File: src/rtl/aux_pkg.sv
package aux_pkg;

    typedef enum logic {ST_IDLE, ST_BUSY} seq_st_e;

    localparam logic [3:0] OFS_ADDR  = 4'd0;
    localparam logic [3:0] OFS_CTRL  = 4'd1;
    localparam logic [3:0] OFS_STAT  = 4'd2;
    localparam logic [3:0] OFS_INTR  = 4'd3;
    localparam logic [3:0] OFS_INTEN = 4'd4;
    localparam logic [3:0] OFS_TMO   = 4'd5;
    localparam int         TX_BASE   = 8;

    localparam int CTRL_CMD_LSB = 4;
    localparam int CTRL_AO_BIT  = 8;
    localparam int CTRL_GO_BIT  = 16;
    localparam int STAT_ERR_LSB = 8;
    localparam int STAT_RT_LSB  = 16;
    localparam int STAT_HPD_BIT = 28;

    localparam int EV_DONE   = 0;
    localparam int EV_SINK   = 1;
    localparam int EV_UNPLUG = 2;
    localparam int EV_PLUG   = 3;
    localparam int EV_NUM    = 4;

    function automatic logic cmd_ok(input logic [3:0] c);
        case (c)
            4'h0, 4'h1, 4'h2, 4'h4, 4'h5, 4'h6, 4'h8, 4'h9: return 1'b1;
            default: return 1'b0;
        endcase
    endfunction

endpackage

File: src/rtl/aux_bufs.sv
module aux_bufs #(
    parameter int NWORDS = 4,
    parameter int DW     = 32
) (
    input  logic                 clk,
    input  logic                 rst_n,
    input  logic [NWORDS-1:0]    tx_we,
    input  logic [DW-1:0]        tx_wdata,
    input  logic                 rx_load,
    input  logic [NWORDS*DW-1:0] rx_in,
    output logic [NWORDS*DW-1:0] tx_flat,
    output logic [NWORDS*DW-1:0] rx_flat
);
    typedef struct packed {
        logic [NWORDS-1:0][DW-1:0] tx;
        logic [NWORDS-1:0][DW-1:0] rx;
    } buf_t;

    buf_t buf_d, buf_q;

    always_comb begin
        buf_d = buf_q;
        for (int i = 0; i < NWORDS; i++) begin
            if (tx_we[i]) buf_d.tx[i] = tx_wdata;
        end
        if (rx_load) buf_d.rx = rx_in;
    end

    always_ff @(posedge clk or negedge rst_n) begin
        if (!rst_n) buf_q <= '0;
        else        buf_q <= buf_d;
    end

    assign tx_flat = buf_q.tx;
    assign rx_flat = buf_q.rx;

    AST_RX_HOLD: assert property (@(posedge clk) disable iff (!rst_n)
        !rx_load |=> $stable(rx_flat));

    AST_TX_ONEHOT: assert property (@(posedge clk) disable iff (!rst_n)
        $onehot0(tx_we));

endmodule

File: src/rtl/aux_seq.sv
module aux_seq
    import aux_pkg::*;
#(
    parameter int              ADDR_W   = 20,
    parameter int              NBYTES   = 16,
    parameter int              TMO_W    = 16,
    parameter logic [TMO_W-1:0] TMO_INIT = 16'd1000,
    localparam int             LEN_W    = $clog2(NBYTES),
    localparam int             CNT_W    = $clog2(NBYTES + 1)
) (
    input  logic              clk,
    input  logic              rst_n,
    input  logic              wr_addr,
    input  logic              wr_ctrl,
    input  logic              wr_stat,
    input  logic              wr_tmo,
    input  logic [ADDR_W-1:0] w_addr,
    input  logic [LEN_W-1:0]  w_len,
    input  logic [3:0]        w_cmd,
    input  logic              w_ao,
    input  logic              w_go,
    input  logic [3:0]        w_errclr,
    input  logic [TMO_W-1:0]  w_tmo,
    output logic              busy,
    output logic              done,
    output logic              rx_load,
    output logic [ADDR_W-1:0] cur_addr,
    output logic [LEN_W-1:0]  cur_len,
    output logic [3:0]        cur_cmd,
    output logic              cur_ao,
    output logic [TMO_W-1:0]  cur_tmo,
    output logic [3:0]        st_rtype,
    output logic [CNT_W-1:0]  st_rcnt,
    output logic [3:0]        st_err,
    output logic              lk_req,
    output logic [3:0]        lk_cmd,
    output logic [ADDR_W-1:0] lk_addr,
    output logic [CNT_W-1:0]  lk_len,
    input  logic              lk_rsp_valid,
    input  logic [3:0]        lk_rsp_type,
    input  logic [CNT_W-1:0]  lk_rsp_cnt,
    input  logic [2:0]        lk_rsp_err
);
    typedef struct packed {
        seq_st_e           st;
        logic [ADDR_W-1:0] addr;
        logic [LEN_W-1:0]  len_m1;
        logic [3:0]        cmd;
        logic              ao;
        logic [TMO_W-1:0]  tmo;
        logic [TMO_W-1:0]  cnt;
        logic [3:0]        rtype;
        logic [CNT_W-1:0]  rcnt;
        logic [3:0]        err;
    } seq_t;

    seq_t s_d, s_q;
    logic tmo_hit;

    assign busy    = (s_q.st == ST_BUSY);
    assign tmo_hit = busy && !lk_rsp_valid && (s_q.cnt == s_q.tmo - TMO_W'(1));

    always_comb begin
        s_d     = s_q;
        done    = 1'b0;
        rx_load = 1'b0;
        if (wr_stat) s_d.err = s_q.err & ~w_errclr;
        case (s_q.st)
            ST_IDLE: begin
                if (wr_addr) s_d.addr = w_addr;
                if (wr_tmo)  s_d.tmo  = w_tmo;
                if (wr_ctrl) begin
                    s_d.len_m1 = w_len;
                    s_d.cmd    = w_cmd;
                    s_d.ao     = w_ao;
                    if (w_go && cmd_ok(w_cmd)) begin
                        s_d.st  = ST_BUSY;
                        s_d.cnt = '0;
                    end
                end
            end
            default: begin
                if (lk_rsp_valid) begin
                    s_d.st    = ST_IDLE;
                    s_d.rtype = lk_rsp_type;
                    s_d.rcnt  = lk_rsp_cnt;
                    s_d.err   = s_d.err | {lk_rsp_err, 1'b0};
                    rx_load   = 1'b1;
                    done      = 1'b1;
                end else if (tmo_hit) begin
                    s_d.st     = ST_IDLE;
                    s_d.rtype  = '0;
                    s_d.rcnt   = '0;
                    s_d.err[0] = 1'b1;
                    done       = 1'b1;
                end else begin
                    s_d.cnt = s_q.cnt + TMO_W'(1);
                end
            end
        endcase
    end

    always_ff @(posedge clk or negedge rst_n) begin
        if (!rst_n) begin
            s_q     <= '0;
            s_q.tmo <= TMO_INIT;
        end else begin
            s_q <= s_d;
        end
    end

    assign lk_req   = busy;
    assign lk_cmd   = s_q.cmd;
    assign lk_addr  = s_q.addr;
    assign lk_len   = (s_q.ao && !s_q.cmd[3]) ? '0 : CNT_W'(s_q.len_m1) + CNT_W'(1);
    assign cur_addr = s_q.addr;
    assign cur_len  = s_q.len_m1;
    assign cur_cmd  = s_q.cmd;
    assign cur_ao   = s_q.ao;
    assign cur_tmo  = s_q.tmo;
    assign st_rtype = s_q.rtype;
    assign st_rcnt  = s_q.rcnt;
    assign st_err   = s_q.err;

    AST_REQ_STABLE: assert property (@(posedge clk) disable iff (!rst_n)
        lk_req && !lk_rsp_valid && !tmo_hit |=> lk_req && $stable(lk_addr) && $stable(lk_cmd) && $stable(lk_len));

    AST_DONE_IDLE: assert property (@(posedge clk) disable iff (!rst_n)
        done |=> !lk_req);

    AST_TMO_FLAG: assert property (@(posedge clk) disable iff (!rst_n)
        tmo_hit |=> st_err[0]);

    AST_LEN_MAX: assert property (@(posedge clk) disable iff (!rst_n)
        lk_req |-> lk_len <= CNT_W'(NBYTES));

    AST_START_VALID: assert property (@(posedge clk) disable iff (!rst_n)
        $rose(lk_req) |-> cmd_ok(lk_cmd));

endmodule

File: src/rtl/aux_intr.sv
module aux_intr
    import aux_pkg::*;
#(
    parameter int NEV = EV_NUM
) (
    input  logic           clk,
    input  logic           rst_n,
    input  logic           ev_done,
    input  logic           sink_irq,
    input  logic           hpd,
    input  logic           en_we,
    input  logic           clr_we,
    input  logic [NEV-1:0] w_bits,
    output logic [NEV-1:0] en,
    output logic [NEV-1:0] pend,
    output logic           irq
);
    typedef struct packed {
        logic           hpd_q;
        logic [NEV-1:0] en;
        logic [NEV-1:0] pend;
    } intr_t;

    intr_t i_d, i_q;
    logic [NEV-1:0] ev;

    always_comb begin
        ev            = '0;
        ev[EV_DONE]   = ev_done;
        ev[EV_SINK]   = sink_irq;
        ev[EV_UNPLUG] = i_q.hpd_q && !hpd;
        ev[EV_PLUG]   = hpd && !i_q.hpd_q;
        i_d           = i_q;
        i_d.hpd_q     = hpd;
        if (en_we) i_d.en = w_bits;
        i_d.pend = (i_q.pend & ~(clr_we ? w_bits : '0)) | (ev & i_q.en);
    end

    always_ff @(posedge clk or negedge rst_n) begin
        if (!rst_n) i_q <= '0;
        else        i_q <= i_d;
    end

    assign en   = i_q.en;
    assign pend = i_q.pend;
    assign irq  = |i_q.pend;

    AST_DONE_CLEARS: assert property (@(posedge clk) disable iff (!rst_n)
        clr_we && w_bits[EV_DONE] && !ev_done |=> !pend[EV_DONE]);

    AST_DONE_LATCH: assert property (@(posedge clk) disable iff (!rst_n)
        ev_done && en[EV_DONE] |=> pend[EV_DONE]);

    AST_PLUG_EDGE: assert property (@(posedge clk) disable iff (!rst_n)
        $rose(hpd) && en[EV_PLUG] |=> pend[EV_PLUG]);

endmodule

File: src/rtl/aux_xact_ctrl.sv
module aux_xact_ctrl
    import aux_pkg::*;
#(
    parameter int               REG_AW   = 4,
    parameter int               DW       = 32,
    parameter int               ADDR_W   = 20,
    parameter int               NWORDS   = 4,
    parameter int               TMO_W    = 16,
    parameter logic [TMO_W-1:0] TMO_INIT = 16'd1000,
    localparam int              NBYTES   = NWORDS * 4,
    localparam int              LEN_W    = $clog2(NBYTES),
    localparam int              CNT_W    = $clog2(NBYTES + 1),
    localparam int              RX_BASE  = TX_BASE + NWORDS
) (
    input  logic                 clk,
    input  logic                 rst_n,
    input  logic [REG_AW-1:0]    reg_addr,
    input  logic                 reg_wen,
    input  logic [DW-1:0]        reg_wdata,
    output logic [DW-1:0]        reg_rdata,
    output logic                 lk_req,
    output logic [3:0]           lk_cmd,
    output logic [ADDR_W-1:0]    lk_addr,
    output logic [CNT_W-1:0]     lk_len,
    output logic [NWORDS*DW-1:0] lk_txdata,
    input  logic                 lk_rsp_valid,
    input  logic [3:0]           lk_rsp_type,
    input  logic [CNT_W-1:0]     lk_rsp_cnt,
    input  logic [2:0]           lk_rsp_err,
    input  logic [NWORDS*DW-1:0] lk_rsp_data,
    input  logic                 hpd,
    input  logic                 sink_irq,
    output logic                 irq
);
    logic              busy, done, rx_load;
    logic [ADDR_W-1:0] cur_addr;
    logic [LEN_W-1:0]  cur_len;
    logic [3:0]        cur_cmd, st_rtype, st_err;
    logic              cur_ao;
    logic [TMO_W-1:0]  cur_tmo;
    logic [CNT_W-1:0]  st_rcnt;
    logic [EV_NUM-1:0] int_en, int_pend;
    logic [NWORDS-1:0] tx_we;
    logic [NWORDS*DW-1:0] rx_flat;

    function automatic logic hit(input logic [REG_AW-1:0] a, input int ofs);
        return a == REG_AW'(ofs);
    endfunction

    for (genvar g = 0; g < NWORDS; g++) begin : g_txwe
        assign tx_we[g] = reg_wen && !busy && hit(reg_addr, TX_BASE + g);
    end

    aux_seq #(.ADDR_W(ADDR_W), .NBYTES(NBYTES), .TMO_W(TMO_W), .TMO_INIT(TMO_INIT)) u_seq (
        .clk, .rst_n,
        .wr_addr  (reg_wen && hit(reg_addr, int'(OFS_ADDR))),
        .wr_ctrl  (reg_wen && hit(reg_addr, int'(OFS_CTRL))),
        .wr_stat  (reg_wen && hit(reg_addr, int'(OFS_STAT))),
        .wr_tmo   (reg_wen && hit(reg_addr, int'(OFS_TMO))),
        .w_addr   (reg_wdata[ADDR_W-1:0]),
        .w_len    (reg_wdata[LEN_W-1:0]),
        .w_cmd    (reg_wdata[CTRL_CMD_LSB +: 4]),
        .w_ao     (reg_wdata[CTRL_AO_BIT]),
        .w_go     (reg_wdata[CTRL_GO_BIT]),
        .w_errclr (reg_wdata[STAT_ERR_LSB +: 4]),
        .w_tmo    (reg_wdata[TMO_W-1:0]),
        .busy, .done, .rx_load,
        .cur_addr, .cur_len, .cur_cmd, .cur_ao, .cur_tmo,
        .st_rtype, .st_rcnt, .st_err,
        .lk_req, .lk_cmd, .lk_addr, .lk_len,
        .lk_rsp_valid, .lk_rsp_type, .lk_rsp_cnt, .lk_rsp_err
    );

    aux_bufs #(.NWORDS(NWORDS), .DW(DW)) u_bufs (
        .clk, .rst_n,
        .tx_we,
        .tx_wdata (reg_wdata),
        .rx_load,
        .rx_in    (lk_rsp_data),
        .tx_flat  (lk_txdata),
        .rx_flat
    );

    aux_intr #(.NEV(EV_NUM)) u_intr (
        .clk, .rst_n,
        .ev_done  (done),
        .sink_irq,
        .hpd,
        .en_we    (reg_wen && hit(reg_addr, int'(OFS_INTEN))),
        .clr_we   (reg_wen && hit(reg_addr, int'(OFS_INTR))),
        .w_bits   (reg_wdata[EV_NUM-1:0]),
        .en       (int_en),
        .pend     (int_pend),
        .irq
    );

    always_comb begin
        reg_rdata = '0;
        if (hit(reg_addr, int'(OFS_ADDR))) reg_rdata[ADDR_W-1:0] = cur_addr;
        if (hit(reg_addr, int'(OFS_CTRL))) begin
            reg_rdata[LEN_W-1:0]          = cur_len;
            reg_rdata[CTRL_CMD_LSB +: 4]  = cur_cmd;
            reg_rdata[CTRL_AO_BIT]        = cur_ao;
            reg_rdata[CTRL_GO_BIT]        = busy;
        end
        if (hit(reg_addr, int'(OFS_STAT))) begin
            reg_rdata[CNT_W-1:0]          = st_rcnt;
            reg_rdata[STAT_ERR_LSB +: 4]  = st_err;
            reg_rdata[STAT_RT_LSB +: 4]   = st_rtype;
            reg_rdata[STAT_HPD_BIT]       = hpd;
        end
        if (hit(reg_addr, int'(OFS_INTR)))  reg_rdata[EV_NUM-1:0] = int_pend;
        if (hit(reg_addr, int'(OFS_INTEN))) reg_rdata[EV_NUM-1:0] = int_en;
        if (hit(reg_addr, int'(OFS_TMO)))   reg_rdata[TMO_W-1:0]  = cur_tmo;
        for (int i = 0; i < NWORDS; i++) begin
            if (hit(reg_addr, TX_BASE + i)) reg_rdata = lk_txdata[i*DW +: DW];
            if (hit(reg_addr, RX_BASE + i)) reg_rdata = rx_flat[i*DW +: DW];
        end
    end

    AST_BUSY_NO_TXWRITE: assert property (@(posedge clk) disable iff (!rst_n)
        lk_req && !done |=> $stable(lk_txdata));

endmodule

File: config.mk
export PLATFORM = sky130hd
export DESIGN_NAME = aux_xact_ctrl
export DESIGN_NICKNAME = d
export VERILOG_FILES = /design/src/rtl/aux_pkg.sv /design/src/rtl/aux_bufs.sv /design/src/rtl/aux_seq.sv /design/src/rtl/aux_intr.sv /design/src/rtl/aux_xact_ctrl.sv
export SDC_FILE = /design/constraint.sdc
export NUM_CORES = 1
export LEC_CHECK = 0
export ABC_CLOCK_PERIOD_IN_PS = 3800
export BUFFER_PORTS_ARGS = -buffer_cell sky130_fd_sc_hd__buf_4
export CAP_MARGIN = 20
export CORE_AREA = 3 3 193 195
export DETAILED_ROUTE_END_ITERATION = 10
export DIE_AREA = 0 0 196 198
export PLACE_DENSITY = 0.68
export SETUP_SLACK_MARGIN = 0.05
export SYNTH_ARGS = -nofsm -noshare
export SYNTH_HDL_FRONTEND = slang
export SYNTH_SLANG_ARGS = --single-unit
File: constraint.sdc
create_clock -name clk -period 3.8 [get_ports clk]
set_input_delay 0.38 -clock clk [delete_from_list [all_inputs] [get_ports clk]]
set_output_delay 0.38 -clock clk [all_outputs]
set_load 0.03 [all_outputs]
==> run summary <==
Timing would allow up to 0.309 GHz. The number of DRC markers after the initial detailed-route iteration came out at 1146. The instance count after placement with tap cells included is 2082. In this run the most critical hold path is launched from lk_rsp_type[2]. The number of cells traversed by the worst register-to-register path is 9. The flow ran to the end, and the final reports show no timing, DRC or antenna violations.

After synthesis, the netlist uses 68 different library cells. Of the total synthesized cell area, the portion taken by AND, OR, NAND and NOR gates is 0.0862. The setup-violating endpoint count in the final report came out at 0. The clock transition at the registers of the reported paths came out at 0.06 ns. Traced cell by cell, the critical path runs through or4_4 -> or4_4 -> a21oi_2 -> o221ai_1 -> a2111o_1 -> a21oi_4 -> buf_4 -> nand2b_1 -> mux2i_1. The number of vias after detailed routing came out at 12800. The clock network latency to the later pin of the worst-skew pair came out at 0.54 ns.

The final weighted congestion in routability-driven placement is 0.911. The number of nets handed over by synthesis was 1512. The antenna violation net count after detailed routing is 0. The startpoint of the most critical register-to-register path is u_seq.cur_tmo[2]. In this run the critical register-to-register path is captured at u_seq.s_q[13]. The remaining global-route overflow is 0. The leading cell type by number of instances after synthesis is sky130_fd_sc_hd__dfrtp_1. The per-instance average area after synthesis came out at 12.0 um2. The async set-or-reset flop fraction in the synthesized netlist came out at 1.00. The horizontal die dimension came out at 196 um. The remaining routing DRC violations came out at 0.

The global routing usage on met1 is 0.373. The global-route wire length before repair is 83900 um. The end point of the worst hold path is u_seq.st_rtype[2]. The synthesized netlist occupies a cell area of 16000 um2.

The maximum level of the CTS H-tree came out at 2. The final-report max-slew violation count is 0. By area, the combinational part of the netlist is dominated by multiplexers. The setup path with the least slack is of type flip-flop to flip-flop. The number of buffers created by CTS is 40. The data required time at the worst endpoint is 4.24 ns.

The commonest register cell after synthesis is sky130_fd_sc_hd__dfrtp_1. The share of synthesized area in the top cell type comes to 0.523. In the global route stage, met2 resource usage came out at 0.460. The sequential element share of the synthesized area came out at 0.533. The critical path data arrival time is 3.67 ns. The via count of the first global-routing pass is 13200. The maximum vdd drop is 0.000440 V. The die covers 38800 um2. The worst setup slack for register-to-register paths is 0.57 ns.

The XOR/XNOR share of the synthesized area is 0.00931. Synthesis produced a netlist whose cell count is 1327. The largest net degree at the start of global routing came out at 90. The post-cts gate resize count came out at 0. The arithmetic-cell share of the synthesized area counting full adders, half adders and majority gates is 0.00235. The clock tree from TritonCTS is yes. The reported leakage power came out at 9.63 nW. The global routing stage identified its most utilized layer as met2.

Ranked by total cell area, the synthesized netlist is headed by sky130_fd_sc_hd__dfrtp_1 52%, sky130_fd_sc_hd__mux2_2 21%, sky130_fd_sc_hd__nand2_1 2.6%. The clock tree root driver cell is sky130_fd_sc_hd__clkbuf_16. The number of enable flip-flop cells after synthesis is 0.

The total global-route track usage is 0.286. For this design the ratio of total power to cell area is 580 nW/um2. The worst path buffer plus inverter count came out at 1. The pre-CTS setup slack came out at 0.592 ns.

The worst setup slack after layout came out at 0.567 ns. The largest fanout on the critical path came out at 26. The final total negative setup slack is 0 ns.

The via density per instance came out at 5.95. The number of buffers inserted by port buffering came out at 372. From synthesis to final layout, the design area changed by 28.8%. The slowest cell on the critical path is sky130_fd_sc_hd__or4_4. For the pin with the worst max-slew slack, the measured transition is 0.852 ns. Excluding fillers, the count of instances in the completed layout stands at 2157. Setup repair after global routing left no endpoint under its margin.

The chip height came out at 198 um. Before antenna repair, the detailed router went through 5 iterations. Grouping stages by cell kind, the critical path spends the most delay in simple AND/OR/NAND/NOR gates. After floorplanning, the core was divided into 69 placement rows.

The setup fix buffers added after clock tree synthesis came out at 0. The number of I/O pins is 373. Summed over all instances, the cell type with the most area after synthesis is sky130_fd_sc_hd__dfrtp_1. The routed wirelength normalized by instance count is 26.4 um. The launching element type of the critical path is a flip-flop. The max capacitance violation total is 0. The clock tree buffer depth is 3. The final HPWL from detailed placement came out at 40400 um. The compound-cell area share of the yosys netlist is 0.110. Counting stages on the worst path, the most repeated cell is sky130_fd_sc_hd__or4_4.

The power after layout came out at 11.9 mW. The register bit count reported by yosys is 340. After synthesis, the most frequently instantiated cells are 334 x sky130_fd_sc_hd__dfrtp_1, 301 x sky130_fd_sc_hd__mux2_2, 109 x sky130_fd_sc_hd__nand2_1. Headroom to the max-slew limit came out at 0.429. The peak per-stage delay on the critical path came out at 0.62 ns.

The final hold violation count came out at 0. The number of antenna violations at the first check in global routing came out at 0. STA classifies the critical path endpoint as a flip-flop. The Yosys warning count is 0. The clock drives 340 sinks. The area inside the core boundary came out at 35600 um2. The initial core utilization is 0.449. The worst hold path belongs to the class input pin to flip-flop.

The total of hold buffers inserted after clock tree synthesis came out at 2. The global-route met3 utilization came out at 0.0728. Of the available clock period, the critical path in the final layout requires 0.851. The multiplexer share of the synthesized area came out at 0.224. The post-route clock skew came out at 0.0215 ns. Of the cells placed in the final design, the portion with a size suffix greater than 1 is 0.476. The time the worst path needs with I/O delays and setup is 3.23 ns.

The wire length after detailed routing came out at 56900 um. Counting the fill cells in the layout gives 3027. The final net count is 1851. The cell depth of the worst hold path came out at 2.
[routing by layer]
metal | wire (um) | part of all wire
met1 | 22900 | 0.40
met2 | 26800 | 0.47
met3 | 4870 | 0.085
met4 | 2390 | 0.042
met5 | 0 | 0
[logic make-up after synthesis]
| family | count (synthesis) |
|---|---|
| muxes | 316 |
| buffers and inverters | 121 |
| adders and majority gates | 3 |
| xor gates and xnor gates | 17 |
| AOI/OAI and AO/OA | 246 |
| and+or+nand+nor | 284 |
| DFF | 340 |
[worst max-delay path by stage]
stage	slack, ns	from	cells after the start	endpoint
floorplan	0.83	u_seq.cur_tmo[2]	11	u_seq.st_rcnt[0]
global placement	0.70	u_seq.cur_tmo[2]	9	u_seq.s_q[13]
detailed placement	0.59	u_seq.cur_tmo[2]	9	u_seq.s_q[13]
CTS	0.59	u_seq.cur_tmo[2]	9	u_seq.s_q[13]
global route	0.36	u_seq.cur_tmo[2]	9	u_seq.s_q[13]
finish	0.57	u_seq.cur_tmo[2]	9	u_seq.s_q[13]
[stage by stage]
step / utilization / hold slack (ns) / instance area, um2
5_1_grt: 0.579 / 0.0583 / 20600
3_3_place_gp: 0.541 / 0.469 / 19300
6_report: 0.579 / 0.0669 / 20600
2_1_floorplan: - / 0.0844 / 16000
3_5_place_dp: 0.541 / 0.468 / 19300
4_1_cts: 0.578 / 0.0436 / 20600
[cell type report]
| type | instances | area [um2] | area share |
|---|---|---|---|
| Sequential cell | 340 | 8520 | 0.414 |
| Multi-Input combinational cell | 866 | 6980 | 0.339 |
| Clock buffer | 62 | 1230 | 0.0596 |
| Tap cell | 461 | 577 | 0.0280 |
| Inverter | 8 | 30.0 | 0.00146 |
| Antenna cell | 1 | 2.50 | 0.000122 |
| Clock inverter | 9 | 60.1 | 0.00292 |
| Timing Repair Buffer | 410 | 3190 | 0.155 |
[registers in the layout, indices dropped and copies added (netlist names)]
signal / count
u_bufs.tx_flat: 128
u_intr.en: 4
u_intr.i_q: 1
u_seq.cur_ao: 1
u_seq.busy: 1
u_seq.cur_tmo: 16
u_seq.cur_len: 4
u_seq.cur_addr: 20
u_intr.pend: 4
u_seq.cur_cmd: 4
u_bufs.rx_flat: 128
u_seq.s_q: 16
u_seq.st_rcnt: 5
u_seq.st_rtype: 4
u_seq.st_err: 4
[worst register-to-register path, cell delays in order (launching register included)]
cell                       delay [ns]
sky130_fd_sc_hd__dfrtp_1         0.45
sky130_fd_sc_hd__or4_4           0.62
sky130_fd_sc_hd__or4_4           0.54
sky130_fd_sc_hd__a21oi_2         0.11
sky130_fd_sc_hd__o221ai_1        0.14
sky130_fd_sc_hd__a2111o_1        0.35
sky130_fd_sc_hd__a21oi_4         0.17
sky130_fd_sc_hd__buf_4           0.31
sky130_fd_sc_hd__nand2b_1        0.24
sky130_fd_sc_hd__mux2i_1         0.22
[power by group]
group          switching, mW  total [mW]  internal, mW
registers              0.673        5.01          4.34
clock network           1.52        3.73          2.22
logic                   1.79        3.19          1.40
[cells in the final DEF (no fill, tap or decap), types with 8 or more instances in the layout]
cell                        netlist  layout
sky130_fd_sc_hd__xnor2_1          8       8
sky130_fd_sc_hd__and3_1           8       8
sky130_fd_sc_hd__a22o_1          16      16
sky130_fd_sc_hd__nand3_1         25      25
sky130_fd_sc_hd__a31oi_1         12      12
sky130_fd_sc_hd__a222oi_1        16      16
sky130_fd_sc_hd__clkbuf_16        0      42
sky130_fd_sc_hd__clkbuf_8         0      10
sky130_fd_sc_hd__buf_4           24     399
sky130_fd_sc_hd__xor2_1           9       9
sky130_fd_sc_hd__buf_12           0       8
sky130_fd_sc_hd__o211ai_1         9       9
sky130_fd_sc_hd__nand2_1        109     107
sky130_fd_sc_hd__nand2b_1        10      10
sky130_fd_sc_hd__inv_1            8       8
sky130_fd_sc_hd__clkbuf_1        74      10
sky130_fd_sc_hd__a21oi_1         49      49
sky130_fd_sc_hd__nor2b_1         10      10
sky130_fd_sc_hd__or3_1            8       8
sky130_fd_sc_hd__a221oi_1        14      14
sky130_fd_sc_hd__dfrtp_1        334     334
sky130_fd_sc_hd__mux2i_1         12      12
sky130_fd_sc_hd__a22oi_1         45      45
sky130_fd_sc_hd__mux2_2         301     301
sky130_fd_sc_hd__nor3_1          11      10
sky130_fd_sc_hd__o21ai_0         35      35
sky130_fd_sc_hd__nor2_1          61      53
Power figures use the tool's default switching activity.
